==> src/rtl/lpm_pkg.sv <==
package lpm_pkg;

  typedef enum logic [2:0] {
    ST_RUN   = 3'd0,
    ST_SLEEP = 3'd1,
    ST_DEEP  = 3'd2,
    ST_WAKE  = 3'd3,
    ST_GRACE = 3'd4,
    ST_HOLD  = 3'd5
  } lpm_state_e;

  typedef struct packed {
    logic cpu_en;
    logic per_en;
    logic osc_en;
    logic core_rst;
    logic ram_blk;
    logic sleep;
    logic deep;
  } lpm_ctl_s;

endpackage

==> src/rtl/lpm_timer.sv <==
module lpm_timer #(
  parameter int W = 4
) (
  input  logic         clk,
  input  logic         rst_n,
  input  logic         load,
  input  logic [W-1:0] load_val,
  output logic         done
);

  logic [W-1:0] cnt_q;
  logic [W-1:0] cnt_d;
  logic         cnt_en;

  always_comb begin
    cnt_en = load | (cnt_q != '0);
    if (load) cnt_d = load_val;
    else      cnt_d = cnt_q - 1'b1;
  end

  always_ff @(posedge clk or negedge rst_n) begin
    if (!rst_n)      cnt_q <= '0;
    else if (cnt_en) cnt_q <= cnt_d;
  end

  assign done = (cnt_q == '0);

endmodule

==> src/rtl/lpm_fsm.sv <==
module lpm_fsm
  import lpm_pkg::*;
#(
  parameter int OSC_SETTLE = 8,
  parameter int GRACE_CYC  = 2,
  parameter int W          = 4
) (
  input  logic         clk,
  input  logic         rst_n,
  input  logic         sleep_req,
  input  logic         deep_req,
  input  logic         irq_any,
  input  logic         hw_rst,
  input  logic         tmr_done,
  output lpm_state_e   state,
  output logic         tmr_load,
  output logic [W-1:0] tmr_val
);

  localparam logic [W-1:0] SETTLE_LD = W'(OSC_SETTLE - 1);
  localparam logic [W-1:0] GRACE_LD  = W'(GRACE_CYC - 1);

  lpm_state_e st_q;
  lpm_state_e st_d;

  always_comb begin
    st_d     = st_q;
    tmr_load = 1'b0;
    tmr_val  = '0;
    unique case (st_q)
      ST_RUN: begin
        if (hw_rst)         st_d = ST_HOLD;
        else if (deep_req)  st_d = ST_DEEP;
        else if (sleep_req) st_d = ST_SLEEP;
      end
      ST_SLEEP: begin
        if (hw_rst) begin
          st_d     = ST_GRACE;
          tmr_load = 1'b1;
          tmr_val  = GRACE_LD;
        end else if (irq_any) begin
          st_d = ST_RUN;
        end
      end
      ST_DEEP: begin
        if (hw_rst) begin
          st_d     = ST_WAKE;
          tmr_load = 1'b1;
          tmr_val  = SETTLE_LD;
        end
      end
      ST_WAKE: begin
        if (tmr_done) st_d = hw_rst ? ST_HOLD : ST_RUN;
      end
      ST_GRACE: begin
        if (tmr_done) st_d = ST_HOLD;
      end
      ST_HOLD: begin
        if (!hw_rst) st_d = ST_RUN;
      end
      default: st_d = ST_HOLD;
    endcase
  end

  always_ff @(posedge clk or negedge rst_n) begin
    if (!rst_n) st_q <= ST_HOLD;
    else        st_q <= st_d;
  end

  assign state = st_q;

endmodule

==> src/rtl/lpm_outdec.sv <==
module lpm_outdec
  import lpm_pkg::*;
(
  input  lpm_state_e state,
  output lpm_ctl_s   ctl
);

  always_comb begin
    ctl = '0;
    unique case (state)
      ST_RUN:   begin ctl.cpu_en = 1'b1; ctl.per_en = 1'b1; ctl.osc_en = 1'b1; end
      ST_SLEEP: begin ctl.per_en = 1'b1; ctl.osc_en = 1'b1; ctl.sleep = 1'b1; end
      ST_DEEP:  begin ctl.deep = 1'b1; end
      ST_WAKE:  begin ctl.osc_en = 1'b1; ctl.core_rst = 1'b1; end
      ST_GRACE: begin
        ctl.cpu_en  = 1'b1;
        ctl.per_en  = 1'b1;
        ctl.osc_en  = 1'b1;
        ctl.ram_blk = 1'b1;
      end
      ST_HOLD:  begin
        ctl.cpu_en   = 1'b1;
        ctl.per_en   = 1'b1;
        ctl.osc_en   = 1'b1;
        ctl.core_rst = 1'b1;
      end
      default:  begin ctl.osc_en = 1'b1; ctl.core_rst = 1'b1; end
    endcase
  end

endmodule

==> src/rtl/lpm_seq.sv <==
module lpm_seq
  import lpm_pkg::*;
#(
  parameter int NIRQ       = 4,
  parameter int OSC_SETTLE = 8,
  parameter int GRACE_CYC  = 2
) (
  input  logic            clk,
  input  logic            rst_n,
  input  logic            sleep_req_i,
  input  logic            deep_req_i,
  input  logic [NIRQ-1:0] irq_pend_i,
  input  logic            hw_rst_i,
  output logic            cpu_clk_en_o,
  output logic            periph_clk_en_o,
  output logic            osc_en_o,
  output logic            core_rst_o,
  output logic            ram_wr_block_o,
  output logic            sleep_o,
  output logic            deep_o
);

  localparam int MAXC = (OSC_SETTLE > GRACE_CYC) ? OSC_SETTLE : GRACE_CYC;
  localparam int W    = $clog2(MAXC + 1);

  logic [1:0]  rst_sync_q;
  logic        rst_int_n;
  logic        irq_any;
  logic        tmr_load;
  logic        tmr_done;
  logic [W-1:0] tmr_val;
  lpm_state_e  state;
  lpm_ctl_s    ctl;

  always_ff @(posedge clk or negedge rst_n) begin
    if (!rst_n) rst_sync_q <= 2'b00;
    else        rst_sync_q <= {rst_sync_q[0], 1'b1};
  end
  assign rst_int_n = rst_sync_q[1];

  assign irq_any = |irq_pend_i;

  lpm_fsm #(
    .OSC_SETTLE(OSC_SETTLE),
    .GRACE_CYC (GRACE_CYC),
    .W         (W)
  ) u_fsm (
    .clk      (clk),
    .rst_n    (rst_int_n),
    .sleep_req(sleep_req_i),
    .deep_req (deep_req_i),
    .irq_any  (irq_any),
    .hw_rst   (hw_rst_i),
    .tmr_done (tmr_done),
    .state    (state),
    .tmr_load (tmr_load),
    .tmr_val  (tmr_val)
  );

  lpm_timer #(.W(W)) u_tmr (
    .clk     (clk),
    .rst_n   (rst_int_n),
    .load    (tmr_load),
    .load_val(tmr_val),
    .done    (tmr_done)
  );

  lpm_outdec u_dec (
    .state(state),
    .ctl  (ctl)
  );

  assign cpu_clk_en_o    = ctl.cpu_en;
  assign periph_clk_en_o = ctl.per_en;
  assign osc_en_o        = ctl.osc_en;
  assign core_rst_o      = ctl.core_rst;
  assign ram_wr_block_o  = ctl.ram_blk;
  assign sleep_o         = ctl.sleep;
  assign deep_o          = ctl.deep;

endmodule

==> config.mk <==
export PLATFORM = sky130hd
export DESIGN_NAME = lpm_seq
export DESIGN_NICKNAME = d
export VERILOG_FILES = /design/src/rtl/lpm_pkg.sv /design/src/rtl/lpm_timer.sv /design/src/rtl/lpm_fsm.sv /design/src/rtl/lpm_outdec.sv /design/src/rtl/lpm_seq.sv
export SDC_FILE = /design/constraint.sdc
export NUM_CORES = 1
export LEC_CHECK = 0
export BUFFER_PORTS_ARGS = -buffer_cell sky130_fd_sc_hd__buf_2
export CAP_MARGIN = 10
export CORE_MARGIN = 5
export CORE_UTILIZATION = 31
export CTS_BUF_LIST = sky130_fd_sc_hd__clkbuf_4 sky130_fd_sc_hd__clkbuf_8
export DETAILED_ROUTE_END_ITERATION = 10
export GPL_TIMING_DRIVEN = 0
export PLACE_DENSITY = 0.54
export SLEW_MARGIN = 20
export SYNTH_ARGS = -nofsm -noshare
export SYNTH_HDL_FRONTEND = slang
export SYNTH_SLANG_ARGS = --single-unit
==> constraint.sdc <==
create_clock -name clk -period 1.3 [get_ports clk]
set_clock_uncertainty 0.05 [all_clocks]
set_input_delay 0.13 -clock clk [delete_from_list [all_inputs] [get_ports clk]]
set_output_delay 0.13 -clock clk [all_outputs]
set_load 0.02 [all_outputs]
======== Word level (Yosys, flattened, before mapping) ========
Cells that the tools add are included.
cells by class
  mux-type cells .......................... 24
  bitwise gates (word level) .............. 1
  add/subtract/negate cells ............... 1
  reduce and logical (&&, ||, !) cells .... 9
  equal/unequal tests ..................... 11
operators by type and width
  cell                   count
  $mux W3                11
  $pmux W3 S6            1
  $reduce_or A4 Y1       3
  $mux W1                10
  $ne A2 B2 Y1 const B   4
  $pmux W4 S2            1
  $eq A3 B2 Y1 const B   2
  $eq A3 B3 Y1 const B   2
  $reduce_and A6 Y1      1
  $logic_not A4 Y1       1
  $mux W4                1
  $ne A4 B4 Y1 const B   1
  $reduce_bool A4 Y1     1
  $sub A4 B1 Y4 const B  1
  $eq A3 B1 Y1 const B   1
  $logic_not A3 Y1       1
  $ne A3 B3 Y1 const B   1
  $reduce_or A3 Y1       1
  $reduce_or A2 Y1       1
  $or A1 B1 Y1           1
storage, ports and cells
  register bits ........................... 9
  input port bits ......................... 9
  logic and storage cells ................. 49
  output and inout port bits .............. 7

======== Logic depth before layout (Yosys ltp) ========
Gate-level depths: netlist of the first run.
  word-level depth ........................ 4
  gate-level depth with buffers ........... 6
  gate-level depth less buffers ........... 5

======== Modules after synthesis ========
A second synthesis of the first run with hierarchy kept.
second synthesis, totals
  cell total of the unflattened synthesis .. 64
  area total of the unflattened synthesis .. 583.1 um2
by module, submodules not included
  module      area an instance (um2)  cells each  times used  seq. area each (um2)
  lpm_fsm     241.5                   29          1           77.6
  lpm_timer   234.0                   22          1           100.1
  lpm_seq     61.3                    4           1           50.0
  lpm_outdec  46.3                    9           1           0.0

======== Worst setup path before layout of the first run ========
No wires, ideal clock.
  kind .................................... register to register
  start ................................... reg u_tmr.cnt_q[0]
  end ..................................... reg u_tmr.cnt_q[1]
  period minus slack after synthesis ...... 1688 ps
  library setup time ...................... 82 ps
  data arrival time ....................... 1556 ps
  slack ................................... -388 ps
  stages on the path, launching flop included .. 7
  required time ........................... 1168 ps
  path buffers ............................ 1
  cell sequence ........................... dfrtp_1 > inv_1 > ha_1 > or3b_1 > buf_6 > a211o_1 > a22oi_2
between the ends
  cells in the longest elaborated chain, start to end .. 2
  elaborated cells on any way between the ends .. 4
  those cells by class .................... add/sub (1); mux (1); bitwise (1); reduce/logical (1)
RTL lines
  item                                                        RTL line                          RTL
  from (decl)                                                 lpm_timer.sv:11                   logic [W-1:0] cnt_q;
  from (signal assigned)                                      lpm_timer.sv:23                   else if (cnt_en) cnt_q <= cnt_d;
  $sub A4 B1 Y4 / $reduce_bool A4 Y1 (equally long branches)  lpm_timer.sv:18, lpm_timer.sv:16
  $mux W4 / $or A1 B1 Y1 (equally long branches)              lpm_timer.sv:17, lpm_timer.sv:16
Several ways; a longest one is shown, not always the timed one.
A chain may end at the register's enable or synchronous reset.

======== Worst setup path after layout of the first run ========
  start ................................... reg u_tmr.cnt_q[1]
  end ..................................... reg u_tmr.cnt_q[1]
Same word-level chain as after synthesis.

==> summary.txt, run 1 <==
Flow run
  – Max-cap viol count: 0

STA
  – Minimum clock period: 1640 ps
  – Final count of negative-setup-slack endpoints: 12
  – Final period util: 126%
  – Final WS setup: -344 ps
  – FMAX: 0.608 GHz
  – Unrepaired setup endpoints after global routing: yes
  – Fin. Hold Viols: 0
  – Slew Limit Fails: 0

Detailed routing
  – Avg Vias per Cell: 4.54
  – Vias: 513
  – Detailed Route Iter0 Violations: 2
  – Post-route ant nets: 0
  – WL final: 1160 µm
  – Routed wire per std cell: 10.3 µm
  – DR DRC count: 0
  – First-pass iteration count of the detailed router: 2

Clocking
  – CTS tree: done
  – H-tree depth: 1
  – Skew-Pair Late Insertion Delay: 250 ps
  – Sink Count: 9
  – CTS Buffer Depth: 2
  – Num CTS Buffers: 3
  – Worst-path clk slew: 60 ps
  – Root buffer cell: clkbuf_4

Pwr
  – Reg power frac: 24.9%
  – Power per cell area: 2460 nW/µm²
  – Clock power frac: 11.7%
  – Switch Pwr: 0.767 mW
  – Int Pwr: 1.18 mW
  – Power Total: 1.95 mW
  – LEAKAGE: 0.372 nW
  – Comb pwr share: 63.4%
  – Maximum vdd drop: 1040 µV
  – Switching share of power: 39.3%

Critical path
  – R2R depth: 6
  – CP Class: register to register
  – Reg2reg setup slack: -340 ps
  – FF-to-FF End: u_tmr.cnt_q[1]
  – Worst Path Arrival: 1770 ps
  – CP Max Fanout: 6
  – Critical Path RT: 1430 ps
  – Startpoint Class: register
  – R2R Path Start: u_tmr.cnt_q[1]
  – CP Capture Type: register

Layout
  – Final nets: 99
  – Commonest cells after routing, fill and taps aside: buf_2, buf_4, dfrtp_1, nor2_1, inv_1
  – Layout cells sized above 1: 46.6%
  – Antenna Cells: 0
  – Seq. cell area: 228 µm²
  – Layout fillers: 186
  – Commonest non-fill, non-tap cell in the layout: buf_2
  – Area Growth Syn to Fin: 41.5%
  – Area of the multi-input gates: 307 µm²

Yosys
  – Area leader, netlist: dfrtp_1
  – Post-synthesis cell count: 63
  – Unique cell type count in the Yosys netlist: 32
  – Mapped cell area: 561 µm²
  – YS warnings: 0
  – Number of synthesized register bits: 9
  – Synth area leaders: dfrtp_1, dfstp_2, a21oi_1
  – Sequential fraction of the synthesis area: 40.6%
  – Synthesized area per cell: 8.90 µm²
  – Post-synthesis net count: 73
  – Yosys top cell area share: 31.3%

Run status
  – Failing checks: setup timing
  – Status: finished with violations

Die
  – I/O Pins: 16
  – Die Y: 52.5 µm
  – Die X: 52.5 µm
  – FP Rows: 15
  – Area of the die: 2760 µm²
  – Core area: 1730 µm²
  – Initial Utilization: 32.5%

Global routing
  – Largest net degree at the start of global routing: 11
  – Vias in the first global route: 486
  – Initial antenna violation count: 0
  – First-pass GRT wire length: 1890 µm
  – Total overflow reported by the global router: 0
  – Total GRT Usage: 9.32%

Placed design
  – GP Congestion: 0.707
  – IO Port Bufs: 14
  – Detailed placement HPWL: 870 µm
  – Placement-stage worst setup slack: -407 ps

Worst hold path
  – Min-delay worst type: register to async pin
-- worst max-delay path, cell delays in order, from the launching register on --
cell     delay (ps)
dfrtp_1         390
inv_1            60
ha_2            170
or3b_1          350
buf_6           140
a211o_1         260
a22oi_2         140
-- state kept, by name (all words and copies together) (netlist names) --
signal       cells
u_fsm.state      3
rst_sync_q       2
u_tmr.cnt_q      4
-- cell type report --
type                    instances  share of cell area [%]
repair buffers                 22                    17.8
plain buffers                   4                    4.26
inverters                       6                    2.84
multi-input cells              43                    38.6
well taps                      25                    3.94
clock buffers                   4                    3.79
flip-flops and latches          9                    28.7
-- through the flow --
stage	std cells	util [%]	TNS, ps	hold WS (ps)	instance area (µm²)
detailed placement	102	39.1	-1650	-132	676
floorplan	63	-	-1210	-216	574
global placement	102	39.1	-1600	-134	676
finish	113	45.9	-2470	69.4	793
global route	113	45.9	-3320	93.0	793
CTS	111	44.7	-2550	79.3	772
-- layer usage --
metal	track usage [%]	wire [µm]
met1	10.1	554
met2	16.7	573
met3	4.27	31
met4	1.28	0
met5	0	0
-- what timing repair did --
item | in CTS | in global routing
hold buffers | 1 | 0
endpoints found under the hold margin | 2 | 0
gates cloned | 0 | 0
gates resized for setup | 8 | 3
pin swaps | 1 | 1
setup endpoints to repair | 11 | 13
buffers inserted | 5 | 2
-- cell usage after synthesis --
cell type  n
clkbuf_1   4
xnor2_1    1
o21ai_0    3
nand2_1    1
nor2b_1    1
and2b_2    1
nor4_1     1
dfstp_2    2
dfrtp_1    7
a211o_1    1
or3b_1     1
buf_6      1
a21o_2     1
a22o_1     1
a211oi_1   1
o41ai_1    1
and3b_2    1
a31o_2     1
nand3_1    2
inv_1      6
nor4b_1    1
a22oi_2    1
conb_1     1
o22ai_1    2
nor3b_1    1
a21oi_1    5
ha_1       1
mux2i_1    1
nor2_1     5
nand2b_1   4
a221oi_1   1
nor3_1     2
-- power by group through the flow --
stage | clock [mW] | combinational (mW) | sequential [mW]
floorplan | 0 | 0.806 | 0.471
global route | 0.260 | 1.34 | 0.497
detailed placement | 0 | 1.01 | 0.490
global placement | 0 | 1.01 | 0.489
finish | 0.228 | 1.24 | 0.486
CTS | 0.238 | 1.17 | 0.487
-- worst max-delay path by stage --
stage / depth (start not counted) / start / end
after floorplan: 6 / u_tmr.cnt_q[0] / u_tmr.cnt_q[1]
final: 6 / u_tmr.cnt_q[1] / u_tmr.cnt_q[1]
after CTS: 6 / u_tmr.cnt_q[0] / u_tmr.cnt_q[1]
after global placement: 6 / u_tmr.cnt_q[0] / u_tmr.cnt_q[1]
after detailed placement: 6 / u_tmr.cnt_q[0] / u_tmr.cnt_q[1]
after global routing: 6 / u_tmr.cnt_q[1] / u_tmr.cnt_q[1]
-- kinds of logic after synthesis --
| kind of cell | count (synthesis) | synth area share, % |
|---|---|---|
| other cells | 1 | 0.669 |
| xor+xnor | 1 | 1.56 |
| fa+ha+maj | 1 | 2.23 |
| simple gates | 21 | 22.1 |
| compound gates | 18 | 22.3 |
| flops | 9 | 40.6 |
| buf+inv | 11 | 8.70 |
| mux | 1 | 1.79 |
Power figures use the tool's default switching activity.
==> run 2: changes to the inputs <==
SKIP_CTS_REPAIR_TIMING = 1   (was not set)
==> run 2 against run 1 <==
  * The run still ends with setup timing left
  * Clock power barely moved
  * Non-clock buffer count fell by 1
  * Hold slack barely moved
  * Sequential share of layout area fell by 1.0 points
  * Count of clock-buffer cells in the layout did not move
  * Combinational power rose by 4%
  * Via count fell by 0.58%
  * Global-route usage fell by 0.77 points
  * First-iteration DRC count rose to 2.5 times the previous value
  * Die area did not move
  * Final area rose by 3.6%
  * Total power rose by 5.6%
  * Highest routed layer unchanged
==> summary.txt, run 2 (same netlist as run 1, synthesis figures left out) <==
Critical path
  – R2R Path Start: u_tmr.cnt_q[0]
  – CP Buf/Inv Count: 2 (unchanged)
  – CP Max Fanout: 7 (+1)
  – Reg2reg setup slack: -340 ps (about the same)
  – FF-to-FF End: u_tmr.cnt_q[1]
  – CP Capture Type: register
  – Worst path max stage delay: 400 ps (about the same)
  – Worst path cell trace: inv_2, ha_4, or3b_1, buf_6, a211o_1, a22oi_2
  – Startpoint Class: register
  – R2R depth: 6 (unchanged)
  – CP Class: register to register
  – Worst Path Arrival: 1770 ps (about the same)
  – Setup crit start: u_tmr.cnt_q[0]
  – Critical path's slowest cell: dfrtp_1
  – Crit-path leading delay family: flip-flops
  – Critical Path RT: 1430 ps (about the same)

Detailed routing
  – DR DRC count: 0 (unchanged)
  – First-pass iteration count of the detailed router: 2 (unchanged)
  – Routed wire per std cell: 10.9 µm (+6.5%)
  – WL final: 1220 µm (+5.5%)
  – Detailed Route Iter0 Violations: 5 (+3)
  – Avg Vias per Cell: 4.55 (+0.30%)
  – Vias: 510 (-0.58%)
  – Post-route ant nets: 0 (unchanged)

Clocking
  – Worst-path clk slew: 60 ps (about the same)
  – H-tree depth: 1 (unchanged)
  – CTS tree: done
  – Num CTS Buffers: 3 (unchanged)
  – CTS Buffer Depth: 2 (unchanged)
  – Root buffer cell: clkbuf_4
  – Sink Count: 9 (unchanged)
  – Skew-Pair Late Insertion Delay: 250 ps (about the same)

Layout
  – Commonest non-fill, non-tap cell in the layout: buf_2
  – Antenna Cells: 0 (unchanged)
  – Max reg flops: 4 (unchanged)
  – Area Growth Syn to Fin: 46.7%
  – Commonest cells after routing, fill and taps aside: buf_2, buf_4, dfrtp_1, nor2_1, clkbuf_4
  – Post-route insts no fill: 112 (-0.88%)
  – Final nets: 98 (-1.0%)
  – Largest Register: u_tmr.cnt_q
  – Layout cells sized above 1: 54.0% (+7.4 points)
  – Final Cell Area: 822 µm² (+3.6%)

Global routing
  – First-pass GRT wire length: 1740 µm (-8.0%)
  – Largest net degree at the start of global routing: 11 (unchanged)
  – Total GRT Usage: 8.55% (-0.77 points)
  – Total overflow reported by the global router: 0 (unchanged)
  – Initial antenna violation count: 0 (unchanged)
  – Vias in the first global route: 444 (-8.6%)

STA
  – Final count of negative-setup-slack endpoints: 11 (-1)
  – Final WS setup: -345 ps (-0.908 ps)
  – Unrepaired setup endpoints after global routing: yes
  – Final period util: 127% (about the same)
  – Slew Limit Fails: 0 (unchanged)
  – Fin. Hold Viols: 0 (unchanged)
  – Minimum clock period: 1640 ps (+0.908 ps)
  – FMAX: 0.608 GHz (about the same)
  – Worst hold slack: 69.8 ps (+0.374 ps)

Die
  – Die X: 52.5 µm (unchanged)
  – Area of the die: 2760 µm² (unchanged)
  – Core area: 1730 µm² (unchanged)
  – Initial Utilization: 32.5% (unchanged)
  – I/O Pins: 16 (unchanged)
  – Die Y: 52.5 µm (unchanged)
  – FP Rows: 15 (unchanged)

Placed design
  – Placement-stage worst setup slack: -407 ps (unchanged)
  – GP Congestion: 0.707 (unchanged)
  – IO Port Bufs: 14 (unchanged)
  – Detailed placement HPWL: 870 µm (unchanged)
  – Cell count after placement: 102 (unchanged)
  – Placed cell areas: 676 µm² (unchanged)

Run status
  – Failing checks: setup timing
  – Status: finished with violations

Pwr
  – Power Total: 2.06 mW (+5.6%)
  – Maximum vdd drop: 1210 µV (+17%)
  – Power per cell area: 2500 nW/µm² (+1.9%)
  – LEAKAGE: 0.368 nW (-0.85%)

Worst hold path
  – Min-delay worst type: register to async pin

Flow run
  – Max-cap viol count: 0 (unchanged)
run 2: cell count changes in the layout (fill, tap and decap cells not counted), moves of 2 or more:
cell / before / now
a21oi_1: 4 / 1
inv_1: 5 / 2
a21oi_2: 1 / 3
inv_2: 1 / 3
run 2: metrics by stage:
step	utilization, %	TNS (ps)
3_5_place_dp	39.1	-1650
6_report	47.6	-2240
5_1_grt	47.6	-3010
3_3_place_gp	39.1	-1600
2_1_floorplan	-	-1210
4_1_cts	40.9	-3400
run 2: layer usage:
metal,part of all wire [%],vias to the layer above,track usage (%)
met5,0,-,0
met4,0,0,1.28
met3,2.5,0,4.27
met2,49,7,14.9
met1,48,229,9.42
li1,-,274,-
run 2: worst max path at each step:
stage,end,slack [ps],cells past startpoint
after floorplan,u_tmr.cnt_q[1],-320,6
after global placement,u_tmr.cnt_q[1],-390,6
after detailed placement,u_tmr.cnt_q[1],-410,6
after CTS,u_tmr.cnt_q[1],-420,6
after global routing,u_fsm.state[0],-430,6
final,u_tmr.cnt_q[1],-340,6
run 2: area by class of cell:
| class | count | area [µm²] |
|---|---|---|
| Sequential cell | 9 | 228 |
| Fill cell | 186 | 905 |
| Tap cell | 25 | 31.3 |
| Timing Repair Buffer | 21 | 133 |
| Buffer | 4 | 33.8 |
| Multi-Input combinational cell | 43 | 339 |
| Clock buffer | 4 | 30.0 |
| Inverter | 6 | 27.5 |
run 2: power by group:
part / internal, mW / switching, mW
logic: 0.674 / 0.612
registers: 0.409 / 0.136
clock network: 0.139 / 0.0882
total: 1.22 / 0.836
run 2: worst register-to-register path, cell delays in order (launching register included):
cell and delay [ps]:
dfrtp_1 400, inv_2 80, ha_4 130, or3b_1 350, buf_6 140, a211o_1 260
a22oi_2 140
